==> config.mk <==
export PLATFORM = sky130hd
export DESIGN_NAME = i2c_tgt
export DESIGN_NICKNAME = d
export VERILOG_FILES = /design/src/rtl/i2c_tgt_pkg.sv /design/src/rtl/i2c_tgt_cond.sv /design/src/rtl/i2c_tgt_engine.sv /design/src/rtl/i2c_tgt_regs.sv /design/src/rtl/i2c_tgt.sv
export SDC_FILE = /design/constraint.sdc
export NUM_CORES = 1
export LEC_CHECK = 0
export ABC_CLOCK_PERIOD_IN_PS = 1650
export BUFFER_PORTS_ARGS = -buffer_cell sky130_fd_sc_hd__buf_2
export CAP_MARGIN = 30
export CORE_ASPECT_RATIO = 0.9
export CORE_MARGIN = 5
export CORE_UTILIZATION = 53
export CTS_CLUSTER_DIAMETER = 150
export CTS_CLUSTER_SIZE = 10
export DETAILED_ROUTE_END_ITERATION = 16
export MAX_ROUTING_LAYER = met4
export PLACE_DENSITY_LB_ADDON = 0.12
export REMOVE_ABC_BUFFERS = 1
export SLEW_MARGIN = 20
export SYNTH_ARGS = -nofsm -noshare
export SYNTH_HDL_FRONTEND = slang
export SYNTH_SLANG_ARGS = --single-unit
==> constraint.sdc <==
create_clock -name clk -period 1.65 [get_ports clk]
set_input_delay 0.165 -clock clk [delete_from_list [all_inputs] [get_ports clk]]
set_output_delay 0.165 -clock clk [all_outputs]
set_load 0.05 [all_outputs]
==> src/rtl/i2c_tgt_pkg.sv <==
package i2c_tgt_pkg;

    localparam int BYTE_W    = 8;
    localparam int ADDR_W    = 7;
    localparam int CNT_W     = $clog2(BYTE_W + 1);
    localparam int REG_AW    = 3;

    localparam logic [REG_AW-1:0] RA_CTRL  = 3'd0;
    localparam logic [REG_AW-1:0] RA_OWN   = 3'd1;
    localparam logic [REG_AW-1:0] RA_FLAGS = 3'd2;
    localparam logic [REG_AW-1:0] RA_RXD   = 3'd3;
    localparam logic [REG_AW-1:0] RA_TXD   = 3'd4;

    localparam int CB_EN   = 0;
    localparam int CB_NACK = 1;

    localparam int FB_HIT  = 0;
    localparam int FB_RXF  = 1;
    localparam int FB_TXE  = 2;
    localparam int FB_STOP = 3;
    localparam int FB_BUSY = 4;
    localparam int FB_DIR  = 5;

    typedef enum logic [3:0] {
        S_IDLE,
        S_ADDR,
        S_ADDR_ACK,
        S_RX,
        S_RX_ACK,
        S_TX_WAIT,
        S_TX,
        S_TX_ACK,
        S_DONE
    } tgt_state_t;

    typedef struct packed {
        logic stop_seen;
        logic rx_full;
        logic addr_hit;
    } evt_flags_t;

    typedef struct packed {
        logic start;
        logic stop;
        logic rise;
        logic fall;
    } bus_ev_t;

    function automatic logic [BYTE_W-1:0] pack_flags(evt_flags_t f, logic txe,
                                                     logic busy, logic dir);
        logic [BYTE_W-1:0] v;
        v          = '0;
        v[FB_HIT]  = f.addr_hit;
        v[FB_RXF]  = f.rx_full;
        v[FB_TXE]  = txe;
        v[FB_STOP] = f.stop_seen;
        v[FB_BUSY] = busy;
        v[FB_DIR]  = dir;
        return v;
    endfunction

endpackage

==> src/rtl/i2c_tgt_cond.sv <==
module i2c_tgt_cond
    import i2c_tgt_pkg::*;
(
    input  logic    clk,
    input  logic    rst,
    input  logic    scl_i,
    input  logic    sda_i,
    output bus_ev_t bev
);

    logic scl_q;
    logic sda_q;

    always_ff @(posedge clk) begin
        if (rst) begin
            scl_q <= 1'b1;
            sda_q <= 1'b1;
        end else begin
            scl_q <= scl_i;
            sda_q <= sda_i;
        end
    end

    // SDA moving while SCL stays high marks a bus condition
    always_comb begin
        bev.start = scl_i & scl_q & sda_q & ~sda_i;
        bev.stop  = scl_i & scl_q & ~sda_q & sda_i;
        bev.rise  = scl_i & ~scl_q;
        bev.fall  = ~scl_i & scl_q;
    end

endmodule

==> src/rtl/i2c_tgt_engine.sv <==
module i2c_tgt_engine
    import i2c_tgt_pkg::*;
(
    input  logic              clk,
    input  logic              rst,
    input  logic              en,
    input  bus_ev_t           bev,
    input  logic              sda_i,
    input  logic [ADDR_W-1:0] own_addr,
    input  logic              nack_req,
    input  logic              tx_empty,
    input  logic [BYTE_W-1:0] tx_data,
    output logic              scl_oe,
    output logic              sda_oe,
    output logic              busy,
    output logic              dir,
    output logic [BYTE_W-1:0] shreg,
    output logic              ev_addr,
    output logic              ev_rx,
    output logic              ev_nack_done,
    output logic              ev_stop,
    output logic              tx_take
);

    localparam logic [CNT_W-1:0] CNT_FULL = CNT_W'(BYTE_W);
    localparam logic [CNT_W-1:0] CNT_LAST = CNT_W'(BYTE_W - 1);

    tgt_state_t       state;
    logic [CNT_W-1:0] cnt;
    logic             ack_drv;
    logic             mack;
    logic             addr_eq;

    assign addr_eq = (shreg[BYTE_W-1 -: ADDR_W] == own_addr);

    always_comb begin
        ev_addr      = (state == S_ADDR) && bev.fall && (cnt == CNT_FULL) && addr_eq;
        ev_rx        = (state == S_RX) && bev.fall && (cnt == CNT_FULL);
        ev_nack_done = (state == S_RX_ACK) && bev.fall && !ack_drv;
        ev_stop      = en && bev.stop && busy;
        tx_take      = (state == S_TX_WAIT) && !tx_empty;
    end

    always_comb begin
        scl_oe = (state == S_TX_WAIT);
        sda_oe = (state == S_ADDR_ACK)
               | ((state == S_RX_ACK) & ack_drv)
               | ((state == S_TX) & ~shreg[BYTE_W-1]);
    end

    always_ff @(posedge clk) begin
        if (rst || !en) begin
            state   <= S_IDLE;
            busy    <= 1'b0;
            cnt     <= '0;
            shreg   <= '0;
            dir     <= 1'b0;
            ack_drv <= 1'b0;
            mack    <= 1'b0;
        end else if (bev.stop) begin
            state <= S_IDLE;
            busy  <= 1'b0;
        end else if (bev.start) begin
            state <= S_ADDR;
            busy  <= 1'b1;
            cnt   <= '0;
        end else begin
            case (state)
                S_ADDR: begin
                    if (bev.rise && cnt != CNT_FULL) begin
                        shreg <= {shreg[BYTE_W-2:0], sda_i};
                        cnt   <= cnt + 1'b1;
                    end else if (bev.fall && cnt == CNT_FULL) begin
                        if (addr_eq) begin
                            state <= S_ADDR_ACK;
                            dir   <= shreg[0];
                        end else begin
                            state <= S_DONE;
                        end
                    end
                end
                S_ADDR_ACK: begin
                    if (bev.fall) begin
                        cnt   <= '0;
                        state <= dir ? S_TX_WAIT : S_RX;
                    end
                end
                S_RX: begin
                    if (bev.rise && cnt != CNT_FULL) begin
                        shreg <= {shreg[BYTE_W-2:0], sda_i};
                        cnt   <= cnt + 1'b1;
                    end else if (bev.fall && cnt == CNT_FULL) begin
                        state   <= S_RX_ACK;
                        ack_drv <= !nack_req;
                    end
                end
                S_RX_ACK: begin
                    if (bev.fall) begin
                        cnt   <= '0;
                        state <= ack_drv ? S_RX : S_DONE;
                    end
                end
                S_TX_WAIT: begin
                    if (!tx_empty) begin
                        shreg <= tx_data;
                        cnt   <= '0;
                        state <= S_TX;
                    end
                end
                S_TX: begin
                    if (bev.fall) begin
                        shreg <= {shreg[BYTE_W-2:0], 1'b1};
                        if (cnt == CNT_LAST) begin
                            state <= S_TX_ACK;
                        end else begin
                            cnt <= cnt + 1'b1;
                        end
                    end
                end
                S_TX_ACK: begin
                    if (bev.rise) begin
                        mack <= sda_i;
                    end else if (bev.fall) begin
                        state <= mack ? S_DONE : S_TX_WAIT;
                    end
                end
                default: ;
            endcase
        end
    end

endmodule

==> src/rtl/i2c_tgt_regs.sv <==
module i2c_tgt_regs
    import i2c_tgt_pkg::*;
#(
    parameter logic [ADDR_W-1:0] OWN_ADDR_RST = 7'h42
) (
    input  logic              clk,
    input  logic              rst,
    input  logic              host_we,
    input  logic [REG_AW-1:0] host_addr,
    input  logic [BYTE_W-1:0] host_wdata,
    output logic [BYTE_W-1:0] host_rdata,
    output logic              irq,
    input  logic              stop_det,
    input  logic              ev_addr,
    input  logic              ev_rx,
    input  logic              ev_nack_done,
    input  logic              ev_stop,
    input  logic              tx_take,
    input  logic              busy,
    input  logic              dir,
    input  logic [BYTE_W-1:0] rx_byte,
    output logic              en,
    output logic              nack_req,
    output logic [ADDR_W-1:0] own_addr,
    output logic [BYTE_W-1:0] tx_data,
    output logic              tx_empty,
    output logic [BYTE_W-1:0] rx_data
);

    evt_flags_t flags;

    always_ff @(posedge clk) begin
        if (rst) begin
            en       <= 1'b0;
            nack_req <= 1'b0;
            own_addr <= OWN_ADDR_RST;
            tx_data  <= '0;
            tx_empty <= 1'b1;
            rx_data  <= '0;
            flags    <= '0;
        end else begin
            if (host_we) begin
                case (host_addr)
                    RA_CTRL: begin
                        en <= host_wdata[CB_EN];
                        if (host_wdata[CB_NACK] && en) nack_req <= 1'b1;
                    end
                    RA_OWN: own_addr <= host_wdata[ADDR_W-1:0];
                    RA_FLAGS: begin
                        if (host_wdata[FB_HIT])  flags.addr_hit  <= 1'b0;
                        if (host_wdata[FB_RXF])  flags.rx_full   <= 1'b0;
                        if (host_wdata[FB_STOP]) flags.stop_seen <= 1'b0;
                    end
                    RA_TXD: begin
                        tx_data  <= host_wdata;
                        tx_empty <= 1'b0;
                    end
                    default: ;
                endcase
            end
            // bus events win over host writes in the same cycle
            if (ev_rx) begin
                rx_data       <= rx_byte;
                flags.rx_full <= 1'b1;
            end
            if (ev_addr) begin
                flags.addr_hit <= 1'b1;
                nack_req       <= 1'b0;
            end
            if (ev_nack_done || (stop_det && en)) nack_req <= 1'b0;
            if (ev_stop) flags.stop_seen <= 1'b1;
            if (tx_take) tx_empty <= 1'b1;
            if (!en) begin
                nack_req <= 1'b0;
                flags    <= '0;
                tx_empty <= 1'b1;
            end
        end
    end

    assign irq = |flags;

    always_comb begin
        host_rdata = '0;
        case (host_addr)
            RA_CTRL: begin
                host_rdata[CB_EN]   = en;
                host_rdata[CB_NACK] = nack_req;
            end
            RA_OWN:   host_rdata[ADDR_W-1:0] = own_addr;
            RA_FLAGS: host_rdata = pack_flags(flags, tx_empty, busy, dir);
            RA_RXD:   host_rdata = rx_data;
            default:  host_rdata = '0;
        endcase
    end

endmodule

==> src/rtl/i2c_tgt.sv <==
module i2c_tgt
    import i2c_tgt_pkg::*;
#(
    parameter logic [ADDR_W-1:0] OWN_ADDR_RST = 7'h42
) (
    input  logic              clk,
    input  logic              rst,
    input  logic              host_we,
    input  logic [REG_AW-1:0] host_addr,
    input  logic [BYTE_W-1:0] host_wdata,
    output logic [BYTE_W-1:0] host_rdata,
    output logic              irq,
    input  logic              scl_i,
    input  logic              sda_i,
    output logic              scl_oe,
    output logic              sda_oe
);

    bus_ev_t           bev;
    logic              start_det;
    logic              stop_det;
    logic              en;
    logic              nack_req;
    logic [ADDR_W-1:0] own_addr;
    logic [BYTE_W-1:0] tx_data;
    logic              tx_empty;
    logic [BYTE_W-1:0] rx_data;
    logic              busy;
    logic              dir;
    logic [BYTE_W-1:0] shreg;
    logic              ev_addr;
    logic              ev_rx;
    logic              ev_nack_done;
    logic              ev_stop;
    logic              tx_take;

    assign start_det = bev.start;
    assign stop_det  = bev.stop;

    i2c_tgt_cond u_cond (
        .clk   (clk),
        .rst   (rst),
        .scl_i (scl_i),
        .sda_i (sda_i),
        .bev   (bev)
    );

    i2c_tgt_engine u_engine (
        .clk          (clk),
        .rst          (rst),
        .en           (en),
        .bev          (bev),
        .sda_i        (sda_i),
        .own_addr     (own_addr),
        .nack_req     (nack_req),
        .tx_empty     (tx_empty),
        .tx_data      (tx_data),
        .scl_oe       (scl_oe),
        .sda_oe       (sda_oe),
        .busy         (busy),
        .dir          (dir),
        .shreg        (shreg),
        .ev_addr      (ev_addr),
        .ev_rx        (ev_rx),
        .ev_nack_done (ev_nack_done),
        .ev_stop      (ev_stop),
        .tx_take      (tx_take)
    );

    i2c_tgt_regs #(
        .OWN_ADDR_RST (OWN_ADDR_RST)
    ) u_regs (
        .clk          (clk),
        .rst          (rst),
        .host_we      (host_we),
        .host_addr    (host_addr),
        .host_wdata   (host_wdata),
        .host_rdata   (host_rdata),
        .irq          (irq),
        .stop_det     (stop_det),
        .ev_addr      (ev_addr),
        .ev_rx        (ev_rx),
        .ev_nack_done (ev_nack_done),
        .ev_stop      (ev_stop),
        .tx_take      (tx_take),
        .busy         (busy),
        .dir          (dir),
        .rx_byte      (shreg),
        .en           (en),
        .nack_req     (nack_req),
        .own_addr     (own_addr),
        .tx_data      (tx_data),
        .tx_empty     (tx_empty),
        .rx_data      (rx_data)
    );

endmodule

======== After elaboration in Yosys (flattened, before gate mapping) ========
Cells that the tools add are included.
storage, ports and cells
  bits in registers ....................... 51
  latch bits .............................. 0
  memory bits (writable) .................. 0
  ROM bits ................................ 0
  bits of input ports ..................... 16
  output and inout bits ................... 11
  word-level logic and storage cells ...... 175
  memories kept ........................... 0
operators by class
  add/sub/neg operators ................... 1
  $mul .................................... 0
  div/mod/pow operators ................... 0
  magnitude comparators ................... 0
  eq/ne operators ......................... 41
  shift-type cells ........................ 0
  mux-type cells .......................... 39
  bitwise logic cells ..................... 20
  reductions and logical operators ........ 55
operators by type and width
  operator                                                                 count
  4-bit two-way mux                                                        20
  4-bit one-hot mux with 7 select lines                                    1
  8-bit two-way mux                                                        3
  3-bit inequality test, second input constant                             8
  8-bit one-hot mux with 3 select lines                                    1
  12-bit AND reduction                                                     2
  4-bit by 3-bit == test with 1-bit output, second input constant          5
  2-bit nonzero test                                                       9
  4-bit one-hot mux with 4 select lines                                    1
  5-bit one-hot mux with 3 select lines                                    1
  2-bit inequality test, second input constant                             7
  1-bit logical AND                                                        13
  3-bit by 2-bit inequality test with 1-bit output, second input constant  4
  3-bit AND reduction                                                      4
  6-bit AND reduction                                                      2
  2-bit by 1-bit inequality test with 1-bit output, second input constant  5
  1-bit AND                                                                9
  3-bit two-way mux                                                        3
  1-bit NOT                                                                9
  3-bit OR reduction                                                       3
  4-bit by 2-bit == test with 1-bit output, second input constant          2
  1-bit two-way mux                                                        8
  2-bit one-hot mux with 4 select lines                                    1
  8-bit nonzero test                                                       1
  other kinds (22)                                                         34

======== Depth between registers and ports, before layout ========
Gate-level depths: netlist (run 1).
  depth in word-level cells ............... 7
  gate-level depth with buffers ........... 8
  gate-level depth less buffers ........... 7

======== By module ========
Synthesis (run 1) repeated with hierarchy kept, for this count alone.
unflattened totals
  cells, all modules ...................... 343
  area, all modules ....................... 3039.2 µm²
modules (own cells, without submodules)
  module          instances  cells each  area each (µm²)  seq. area each (µm²)
  i2c_tgt_engine  1          200         1627.8           400.4
  i2c_tgt_regs    1          135         1326.3           580.6
  i2c_tgt_cond    1          8           85.1             40.0

======== Worst setup path before layout (run 1) ========
OpenSTA, ideal clock, no wires.
  path type ............................... reg2out
  start point ............................. reg u_engine.state[2]
  end point ............................... out sda_oe
  data arrival time ....................... 3.215 ns
  required time ........................... 1.485 ns
  slack ................................... -1.730 ns
  cell stages (with the launch flop) ...... 5
  path buffers ............................ 2
  cell sequence ........................... dfxtp_1 buf_4 and2_1 clkbuf_1 a2111oi_0
between the ends
  word-level cells in the longest chain between the ends .. 4
  elaborated cells on any way between the ends .. 7
  those cells by class .................... eq/ne (3); bitwise (4)
ends and longest elaborated chain
  element                                   RTL line               RTL
  start: declaration                        i2c_tgt_engine.sv:28   tgt_state_t state;
  start signal: assignment                  i2c_tgt_engine.sv:85   state <= dir ? S_TX_WAIT : S_RX;
  start signal: assignment                  i2c_tgt_engine.sv:100  state <= ack_drv ? S_RX : S_DONE;
  start signal: assignment                  i2c_tgt_engine.sv:124  state <= mack ? S_DONE : S_TX_WAIT;
  4-bit by 3-bit == test with 1-bit output  i2c_tgt_engine.sv:47   | ((state == S_RX_ACK) & ack_drv)
  1-bit AND                                 i2c_tgt_engine.sv:47
  1-bit OR                                  i2c_tgt_engine.sv:47
  1-bit OR (*)                              i2c_tgt_engine.sv:48   | ((state == S_TX) & ~shreg[BYTE_W-1]);
  end: declaration                          i2c_tgt.sv:16          output logic sda_oe
Every way passes the cells marked *; elsewhere a longest branch is shown, timed or not.

======== Final worst setup path (run 1) ========
  start point ............................. reg u_cond.scl_q
  end point ............................... reg u_engine.cnt[3]
between the ends
  word-level cells in the longest chain between the ends .. 5
  elaborated cells on any way between the ends .. 18
  those cells by class .................... eq/ne (5); mux (1); bitwise (9); reduce/logical (3)
ends and longest elaborated chain
  element                                                                                   RTL line                                                    RTL
  start: declaration                                                                        i2c_tgt_cond.sv:11                                          logic scl_q;
  start signal: assignment                                                                  i2c_tgt_cond.sv:19                                          scl_q <= scl_i;
  1-bit AND or 1-bit NOT (tied branches)                                                    i2c_tgt_cond.sv:26, i2c_tgt_cond.sv:27, i2c_tgt_cond.sv:28
  1-bit AND, on equally long branches                                                       i2c_tgt_cond.sv:26, i2c_tgt_cond.sv:27, i2c_tgt_cond.sv:28
  1-bit AND, or another cell as far along                                                   i2c_tgt_cond.sv:26                                          bev.start = scl_i & scl_q & sda_q & ~sda_i;
  3-bit by 2-bit inequality test with 1-bit output (no line), or another cell as far along  -
  7-bit AND reduction (no line)                                                             -
  end signal: assignment                                                                    i2c_tgt_engine.sv:72                                        cnt <= cnt + 1'b1;
  end signal: assignment                                                                    i2c_tgt_engine.sv:91                                        cnt <= cnt + 1'b1;
  end signal: assignment                                                                    i2c_tgt_engine.sv:116                                       cnt <= cnt + 1'b1;
  end: declaration                                                                          i2c_tgt_engine.sv:29                                        logic [CNT_W-1:0] cnt;
Several ways; a longest one is shown, not always the timed one.
A chain may end at the register's enable or synchronous reset.

==> impl_metrics.csv, run 1 <==
group,metric,value,unit
grt,first_global_vias,2407,
critical_path,path_class,"register to register",
flow_run,max_cap_violations,0,
placed_design,placedCellCount,433,
clock_network,cts_buffer_depth,2,
logic_synthesis,synth-async-reset-ratio,0,%
finish,drive_gt1_share,33.0,%
placed_design,gp_congestion,0.878,
logic_synthesis,synth_top_cell_area_share,37.4,%
placed_design,io_buffers,26,
route,routed_wl,7600,um
grt,grt.overflow.total,0,
clock_network,root_buffer,"clkbuf_8",
outcome,violations,"negative setup slack",
grt,grt_max_degree,27,
pwr,p_leak,0.00138,uW
pwr,ir_drop,0.504,mV
floorplan,die-area,6680,um^2
logic_synthesis,synthCells,320,
clock_network,hold_buffers,0,
logic_synthesis,yosys.area.top_type,"dfxtp_1",
critical_path,end_kind,"register",
grt,antenna_found_initial,0,
pwr,total_power,2130,uW
logic_synthesis,yosysMostFrequentCell,"dfxtp_1",
min_path,hp-class,"primary input to register",
finish,area_delta_synth_final,28.9,%
critical_path,cp.required,1.84,ns
timing,hold_viol,0,
floorplan,die_y,78.0,um
floorplan,start_util,55.4,%
critical_path,crit_family,"compound AO/OA/AOI/OAI gates",
timing,worst_slew_pin_slew,0.409,ns
critical_path,slowest_delay,0.37,ns
floorplan,die_w,85.6,um
timing,finalCritPeriodShare,107,%
logic_synthesis,synth_top_family_by_area,"simple AND/OR/NAND/NOR gates",
critical_path,timing.critical_path.buf_inv,0,
critical_path,cp.arrival,1.96,ns
timing,finClkSkew,0.0105,ns
route,ant_nets,0,
floorplan,rows,24,
timing,finalCriticalPeriod,1.77,ns
timing,rsz0062_at_grt,"true",
critical_path,cp_max_fo,3,
finish,final_util,71.3,%
route,wire_per_inst,17.0,um
pwr,p_per_area,607,nW/um^2
timing,fmax,0.565,GHz
finish,final_nets,399,
logic_synthesis,synth_simple_gate_area_share,25.6,%
logic_synthesis,synth_cell_types,55,
logic_synthesis,synthTopCellsByCount,"dfxtp_1 (51), nor2_1 (45), nand2_1 (32)",
clock_network,clk_latency,0.31,ns
logic_synthesis,synth_edf_count,0,
placed_design,dp_hpwl,5550,um
route,vias_per_cell,5.67,
logic_synthesis,netlist_area,2730,um^2
route,drc,0,
logic_synthesis,synthFlopType,"dfxtp_1",
logic_synthesis,ys_warn_count,0,
logic_synthesis,avgSynthCellArea,8.52,um^2
logic_synthesis,synthTopCellsByArea,"dfxtp_1 (37%), mux2i_1 (9.5%), nor2_1 (6.2%)",
critical_path,cp_cell_sequence,"or2b_1 -> a211o_1 -> or3_4 -> o311ai_2 -> o31ai_1",
logic_synthesis,synth_xor_area_share,3.21,%
logic_synthesis,synth_compound_area_share,16.0,%
clock_network,cts_tree,"done",
clock_network,htree_levels,2,
placed_design,dpl_cell_area,3180,um^2
finish,instances_no_fill,447,
grt,grt_first_pass_wirelength,12300,um
critical_path,start_kind,"register",
timing,slew_violations,0,
critical_path,cp_slowest_cell,"or3_4",
logic_synthesis,seq_area_frac_synth,37.4,%
floorplan,coreArea,4920,um^2
floorplan,pin_count,27,
timing,setup_violations,11,
logic_synthesis,synth_adder_area_share,0.918,%
finish,stdcell_area,3510,um^2
timing,maxSlewHeadroom,72.8,%
clock_network,cts.clk_slew.worst_paths,0.10,ns
timing,worst_slack,-0.121,ns
route,vias,2536,
clock_network,numCtsBuffers,5,
finish,n_antenna_cell,0,
outcome,status,"complete, but fails checks",
route,drt_iter0_markers,202,
grt,gr-usage-all-layers,24.1,%
logic_synthesis,synthMuxAreaShare,12.4,%
clock_network,cts.sinks,51,
logic_synthesis,synth-seq-cells,51,
route,first_pass_iters,4,
==> what timing repair did <==
action | 4_1_cts | 5_1_grt
endpoints found under the setup margin | 21 | 32
setup buffers | 3 | 4
pin swaps | 6 | 9
resized for setup | 28 | 33
==> flip-flops by register name (all words and copies together) (netlist names) <==
register	flops
u_regs.tx_empty	1
u_engine.state	4
u_regs.en	1
u_engine.busy	1
u_engine.ack_drv	1
u_regs.flags	3
u_engine.cnt	4
u_engine.mack	1
u_cond.sda_q	1
u_regs.own_addr	7
u_regs.tx_data	8
u_engine.shreg	8
u_engine.dir	1
u_cond.scl_q	1
u_regs.nack_req	1
u_regs.rx_data	8
==> path summary, 6_finish.rpt <==
kind | from | to | slack (ns) | cells after the start
worst max-delay path | u_cond.scl_q | u_engine.cnt[3] | -0.12 | 5
worst min-delay path | host_wdata[6] | u_regs.own_addr[6] | 0.09 | 2
worst max register to register | u_cond.scl_q | u_engine.cnt[3] | -0.12 | 5
worst min register to register | u_regs.tx_data[2] | u_regs.tx_data[2] | 0.46 | 2
==> cell type report <==
| type | count | area [um^2] |
|---|---|---|
| well taps | 65 | 81.3 |
| fillers | 419 | 1410 |
| flip-flops and latches | 51 | 1040 |
| multi-input cells | 242 | 1700 |
| inverters | 7 | 26.3 |
| repair buffers | 74 | 578 |
| clock buffers | 6 | 72.6 |
| clock inverters | 2 | 12.5 |
==> routing by layer <==
metal	track usage, %	routed length (um)
met2	33.7	3200
met4	6.49	63
met1	35.1	3780
met5	-	0
met3	5.13	554
==> power breakdown <==
part / internal (uW) / switching, uW
logic: 68.9 / 100
registers: 1240 / 9.59
clock network: 298 / 419
==> placed cells by master (no fill, tap or decap), drive strengths merged, types with 4 or more instances in the layout <==
cell / Yosys / routed
a211oi: 7 / 7
a21oi: 26 / 26
a22oi: 5 / 5
buf: 5 / 73
clkbuf: 15 / 7
dfxtp: 51 / 51
inv: 7 / 7
mux2i: 26 / 26
nand2: 32 / 32
nand2b: 6 / 6
nand3b: 4 / 4
nor2: 46 / 46
nor2b: 9 / 9
nor3: 6 / 6
nor3b: 4 / 4
o21ai: 6 / 6
xor2: 9 / 9
==> per-stage QoR <==
stage / setup TNS (ns) / setup WS (ns) / hold WS (ns)
after floorplan: -9.08 / -1.70 / 0.234
after global placement: -0.885 / -0.130 / 0.386
after detailed placement: -1.28 / -0.163 / 0.399
after CTS: -0.307 / -0.0977 / 0.0796
after global routing: -1.46 / -0.165 / 0.0991
final: -0.427 / -0.121 / 0.0894
==> cells by family (layout without fill, tap and decap cells) <==
group,Yosys count,count (layout)
flops,51,51
compound gates,65,65
simple gates,134,134
xor+xnor,10,10
mux,31,31
buf+inv,27,89
fa+ha+maj,2,2
Note: power is estimated with default switching activity, not from simulation.
==> inputs of run 2 (changes only) <==
- CELL_PAD_IN_SITES_DETAIL_PLACEMENT: not set -> 0
- CELL_PAD_IN_SITES_GLOBAL_PLACEMENT: not set -> 1
- CORE_UTILIZATION: 53 -> 40
==> run 2 against run 1 <==
Net effect:
- the run still ends with negative setup slack left
- utilization fell by 15 points
- critical path depth grew 2
- clock skew down 0.0034 ns
- via count increased by 1.1%
- cell count grew 8.1%
- non-clock buffer count rose by 11
- clock-buffer cell count is 1 lower
- critical path type unchanged
- largest cell class unchanged
- largest power group unchanged
==> impl_metrics.csv, run 2 (synthesis gave the netlist of run 1 again) <==
group,metric,value,unit
outcome,status,"complete, but fails checks",
outcome,violations,"negative setup slack",
route,drt_iter0_markers,124,
floorplan,die_w,97.0,um
finish,nFillCells,614,
critical_path,cp.arrival,2.01,ns
timing,rsz0062_at_grt,"true",
critical_path,critical_path.startpoint,"u_engine.state[0]",
clock_network,cts.sinks,51,
route,vias_per_cell,5.31,
route,met2_wirelength,3580,um
timing,setup_tns,-0.954,ns
critical_path,cp.required,1.85,ns
critical_path,path_class,"register to register",
flow_run,max_cap_violations,0,
timing,maxSlewHeadroom,69.0,%
route,wl_met3,356,um
pwr,ir_drop,0.382,mV
finish,mostFrequentLayoutCells,"buf_4 (52), nor2_1 (43), dfxtp_1 (40), nand2_1 (32), mux2i_1 (26)",
route,highest_layer,"met4",
placed_design,dpl_cell_area,3230,um^2
finish,n_antenna_cell,0,
clock_network,cts_buffer_depth,2,
floorplan,coreArea,6620,um^2
pwr,clkPwrFrac,42.4,%
grt,grt.overflow.total,0,
timing,worst_slew_pin_slew,0.464,ns
clock_network,numCtsBuffers,5,
floorplan,rows,28,
clock_network,cts.clk_slew.worst_paths,0.10,ns
timing,finClkSkew,0.00708,ns
route,ant_nets,0,
pwr,p_per_area,662,nW/um^2
grt,antenna_found_initial,0,
floorplan,pin_count,27,
placed_design,dp_hpwl,5700,um
finish,instances_no_fill,483,
finish,register_area,1040,um^2
pwr,p_sw_share,22.5,%
min_path,hp-start,"host_wdata[6]",
grt,grt_first_pass_wirelength,12200,um
finish,drive_gt1_share,36.9,%
pwr,switching_power,558,uW
critical_path,end_kind,"register",
route,first_pass_iters,4,
route,wl_met1,3990,um
finish,final_nets,410,
pwr,power.internal,1920,uW
grt,gr-usage-all-layers,18.4,%
finish,largestRegisters,"u_engine.shreg (8), u_regs.rx_data (8), u_regs.tx_data (8)",
clock_network,root_buffer,"clkbuf_8",
floorplan,die-area,8570,um^2
timing,setup_violations,12,
grt,grt_max_degree,23,
critical_path,start_kind,"register",
pwr,seq_power_share,50.5,%
placed_design,io_buffers,26,
route,wire_per_inst,16.5,um
placed_design,placedCellCount,460,
pwr,p_comb_share,7.2,%
finish,final_common_cell,"buf_4",
timing,finalCritPeriodShare,109,%
finish,multiInputGateArea,1740,um^2
floorplan,die_y,88.3,um
timing,worst_slack,-0.155,ns
critical_path,reg2reg_from,"u_engine.state[0]",
grt,first_global_vias,2328,
timing,fmax,0.554,GHz
pwr,p_leak,0.00147,uW
timing,hold_viol,0,
finish,stdcell_area,3740,um^2
floorplan,start_util,41.2,%
route,routed_wl,7980,um
clock_network,htree_levels,2,
clock_network,hold_buffers,0,
route,vias,2564,
timing,finalCriticalPeriod,1.80,ns
clock_network,cts_tree,"done",
timing,slew_violations,0,
min_path,hp-class,"primary input to register",
finish,area_delta_synth_final,37.1,%
critical_path,cp_max_fo,6,
route,drc,0,
clock_network,clk_latency,0.31,ns
placed_design,gp_congestion,0.854,
-- run 2: cell count changes in the layout (fill, tap and decap cells not counted), moves of 2 or more --
cell | before | now
a21oi_1 | 23 | 19
a21oi_2 | 3 | 7
buf_4 | 43 | 52
bufinv_16 | 0 | 2
dfxtp_2 | 7 | 9
nor2_2 | 3 | 1
-- run 2: path summary, 6_finish.rpt --
path              cells past startpoint            endpoint  slack [ns]
hold / removal                        2  u_regs.own_addr[6]        0.06
setup reg to reg                      7     u_engine.cnt[3]       -0.15
setup / recovery                      7     u_engine.cnt[3]       -0.15
hold reg to reg                       2   u_regs.tx_data[7]        0.47
-- run 2: stage by stage --
step | util, % | power (uW) | hold slack (ns) | worst slack (ns)
2_1_floorplan | - | 1350 | 0.234 | -1.70
3_3_place_gp | 48.8 | 1450 | 0.385 | -0.135
3_5_place_dp | 48.8 | 1450 | 0.389 | -0.168
4_1_cts | 52.7 | 2490 | 0.0591 | -0.111
5_1_grt | 56.5 | 2570 | 0.0718 | -0.241
6_report | 56.5 | 2470 | 0.0643 | -0.155
-- run 2: final cells by class --
cell class	count	share of cell area [%]
inverter	7	0.703
timing repair buffer	85	18.2
clock inverter	3	1.81
sequential	51	27.8
multi-input combinational	242	46.6
clock buffer	5	1.84
tap	90	3.01
-- run 2: worst max-delay path, cell delays in order (launching register included) --
cell and delay [ns]:
dfxtp_4 0.36, buf_4 0.13, buf_12 0.12, or3b_1 0.38, a21oi_2 0.22, nor2b_1 0.09
o311ai_2 0.29, o31ai_1 0.11
-- run 2: per-layer routing --
metal / track usage [%] / up-vias
li1: - / 1278
met1: 26.0 / 1235
met2: 28.1 / 45
met3: 3.23 / 6
met4: 3.44 / 0
met5: - / -
-- run 2: power by group through the flow --
stage | sequential (uW) | clock (uW) | combinational (uW)
after floorplan | 1280 | 0 | 74.3
after global placement | 1280 | 0 | 168
after detailed placement | 1280 | 0 | 167
after CTS | 1250 | 1070 | 169
after global routing | 1250 | 1130 | 191
final | 1250 | 1050 | 177
-- run 2: what timing repair did --
| action | in CTS | in global routing |
|---|---|---|
| pin swaps | 3 | 18 |
| setup endpoints to repair | 21 | 28 |
| buffers inserted | 4 | 11 |
| resized for setup | 25 | 50 |
| cloned | 0 | 0 |
==> inputs of run 3 (changes only) <==
- SETUP_SLACK_MARGIN: not set -> 0.2
==> run 3 against run 2 <==
Net effect:
- the run still ends with negative setup slack left
- fmax fell by 0.11%
- power rose by 0.64%
- sequential cell count did not move
- non-clock buffer count rose by 3
- clock power barely moved
==> impl_metrics.csv, run 3 (synthesis gave the netlist of run 1 again) <==
group,metric,value,unit
outcome,violations,"negative setup slack",
timing,setup_violations,13,
clock_network,cts_buffer_depth,2,
critical_path,start_kind,"register",
finish,area_delta_synth_final,44.3,%
finish,mostFrequentLayoutCells,"buf_4 (49), nor2_1 (42), nand2_1 (32), dfxtp_1 (30), mux2i_1 (26)",
route,drt_iter0_markers,118,
floorplan,rows,28,
critical_path,cp_cell_sequence,"buf_4 -> buf_12 -> or3b_1 -> a21oi_2 -> nor2b_1 -> o311ai_2 -> o31ai_1",
grt,grt_first_pass_wirelength,12300,um
grt,first_global_vias,2379,
critical_path,timing.critical_path.buf_inv,2,
min_path,hp-start,"host_wdata[6]",
critical_path,cp_max_fo,8,
grt,gr-usage-all-layers,18.7,%
grt,antenna_found_initial,0,
pwr,p_per_area,633,nW/um^2
clock_network,htree_levels,2,
floorplan,start_util,41.2,%
placed_design,gp_congestion,0.854,
critical_path,crit_family,"compound AO/OA/AOI/OAI gates",
critical_path,reg2reg_slack,-0.16,ns
finish,n_antenna_cell,0,
timing,finClkSkew,0.00647,ns
clock_network,numCtsBuffers,5,
timing,finalCriticalPeriod,1.81,ns
placed_design,dp_hpwl,5700,um
critical_path,reg2reg_from,"u_engine.state[0]",
finish,stdcell_area,3930,um^2
clock_network,cts.clk_slew.worst_paths,0.10,ns
timing,fmax,0.554,GHz
critical_path,rr_worst_depth,7,
placed_design,placedCellCount,460,
timing,rsz0062_at_grt,"true",
route,drc,0,
timing,hold_viol,0,
floorplan,coreArea,6620,um^2
grt,grt_max_degree,23,
finish,final_common_cell,"buf_4",
critical_path,cp.required,1.85,ns
clock_network,root_buffer,"clkbuf_8",
pwr,ir_drop,0.378,mV
route,vias,2585,
route,ant_nets,0,
placed_design,io_buffers,26,
timing,worst_slew_pin_slew,0.441,ns
clock_network,clk_latency,0.31,ns
finish,drive_gt1_share,43.2,%
pwr,p_leak,0.00152,uW
timing,slew_violations,0,
timing,maxSlewHeadroom,70.5,%
min_path,whs_path_depth,2,
grt,grt.overflow.total,0,
min_path,hp-class,"primary input to register",
outcome,status,"complete, but fails checks",
critical_path,cp.arrival,2.01,ns
route,vias_per_cell,5.32,
critical_path,slowest_delay,0.38,ns
min_path,holdPathEnd,"u_regs.own_addr[6]",
floorplan,die-area,8570,um^2
critical_path,rr_endpoint,"u_engine.cnt[3]",
placed_design,dpl_cell_area,3230,um^2
critical_path,cp_slowest_cell,"or3b_1",
floorplan,die_y,88.3,um
clock_network,cts.sinks,51,
critical_path,path_class,"register to register",
critical_path,end_kind,"register",
floorplan,die_w,97.0,um
route,wire_per_inst,16.9,um
finish,final_nets,413,
timing,finalCritPeriodShare,109,%
route,first_pass_iters,4,
finish,instances_no_fill,486,
flow_run,max_cap_violations,0,
floorplan,pin_count,27,
route,routed_wl,8190,um
finish,largestRegisters,"u_engine.shreg (8), u_regs.rx_data (8), u_regs.tx_data (8)",
clock_network,cts_tree,"done",
timing,worst_slack,-0.156,ns
run 3: cell count changes in the layout (fill, tap and decap cells not counted), sizes merged:
cell    change
clkbuf      -1
buf         +4
run 3: worst max-delay path by stage:
stage               slack (ns)  cells past startpoint              start               to
CTS                      -0.11                      5  u_engine.state[0]  u_engine.cnt[3]
detailed placement       -0.17                      5  u_engine.state[0]  u_engine.cnt[3]
global route             -0.24                      7  u_engine.state[0]  u_engine.cnt[3]
global placement         -0.14                      5  u_engine.state[0]  u_engine.cnt[3]
finish                   -0.16                      7  u_engine.state[0]  u_engine.cnt[3]
floorplan                -1.70                      2  u_engine.state[2]           sda_oe
run 3: power breakdown:
group | internal, uW | switching, uW | leakage, uW
clock network | 605 | 450 | 0.0000644
registers | 1230 | 9.13 | 0.000420
logic | 81.9 | 110 | 0.00104
total | 1920 | 569 | 0.00152
run 3: timing repair:
| action | in CTS | in global routing |
|---|---|---|
| pin swaps | 5 | 25 |
| hold buffers | 0 | 0 |
| endpoints found under the setup margin | 37 | 38 |
| gates resized for setup | 57 | 69 |
| gates cloned | 0 | 1 |
| buffers inserted | 6 | 11 |
| endpoints found under the hold margin | 0 | 0 |
run 3: area by class of cell:
| type | count | area, um^2 |
|---|---|---|
| repair buffers | 88 | 756 |
| fillers | 597 | 2690 |
| inverters | 7 | 26.3 |
| multi-input cells | 242 | 1840 |
| flip-flops and latches | 51 | 1060 |
| clock inverters | 3 | 67.6 |
| well taps | 90 | 113 |
| clock buffers | 5 | 68.8 |
run 3: stage by stage:
stage / total power [uW] / setup WS [ns] / hold WS, ns / util (%) / TNS, ns
3_5_place_dp: 1450 / -0.168 / 0.389 / 48.8 / -1.49
3_3_place_gp: 1450 / -0.135 / 0.385 / 48.8 / -1.01
4_1_cts: 2500 / -0.111 / 0.0591 / 54.3 / -0.996
5_1_grt: 2580 / -0.238 / 0.0718 / 59.4 / -2.00
2_1_floorplan: 1350 / -1.70 / 0.234 / - / -9.08
6_report: 2490 / -0.156 / 0.0650 / 59.4 / -0.942
run 3: per-layer routing:
metal  global-route usage, %  part of all wire (%)  wire (um)
met1                    26.3                    51       4150
met2                    28.4                    46       3730
met3                    3.23                   2.8        232
met4                    3.83                  0.95         78
met5                       -                     0          0
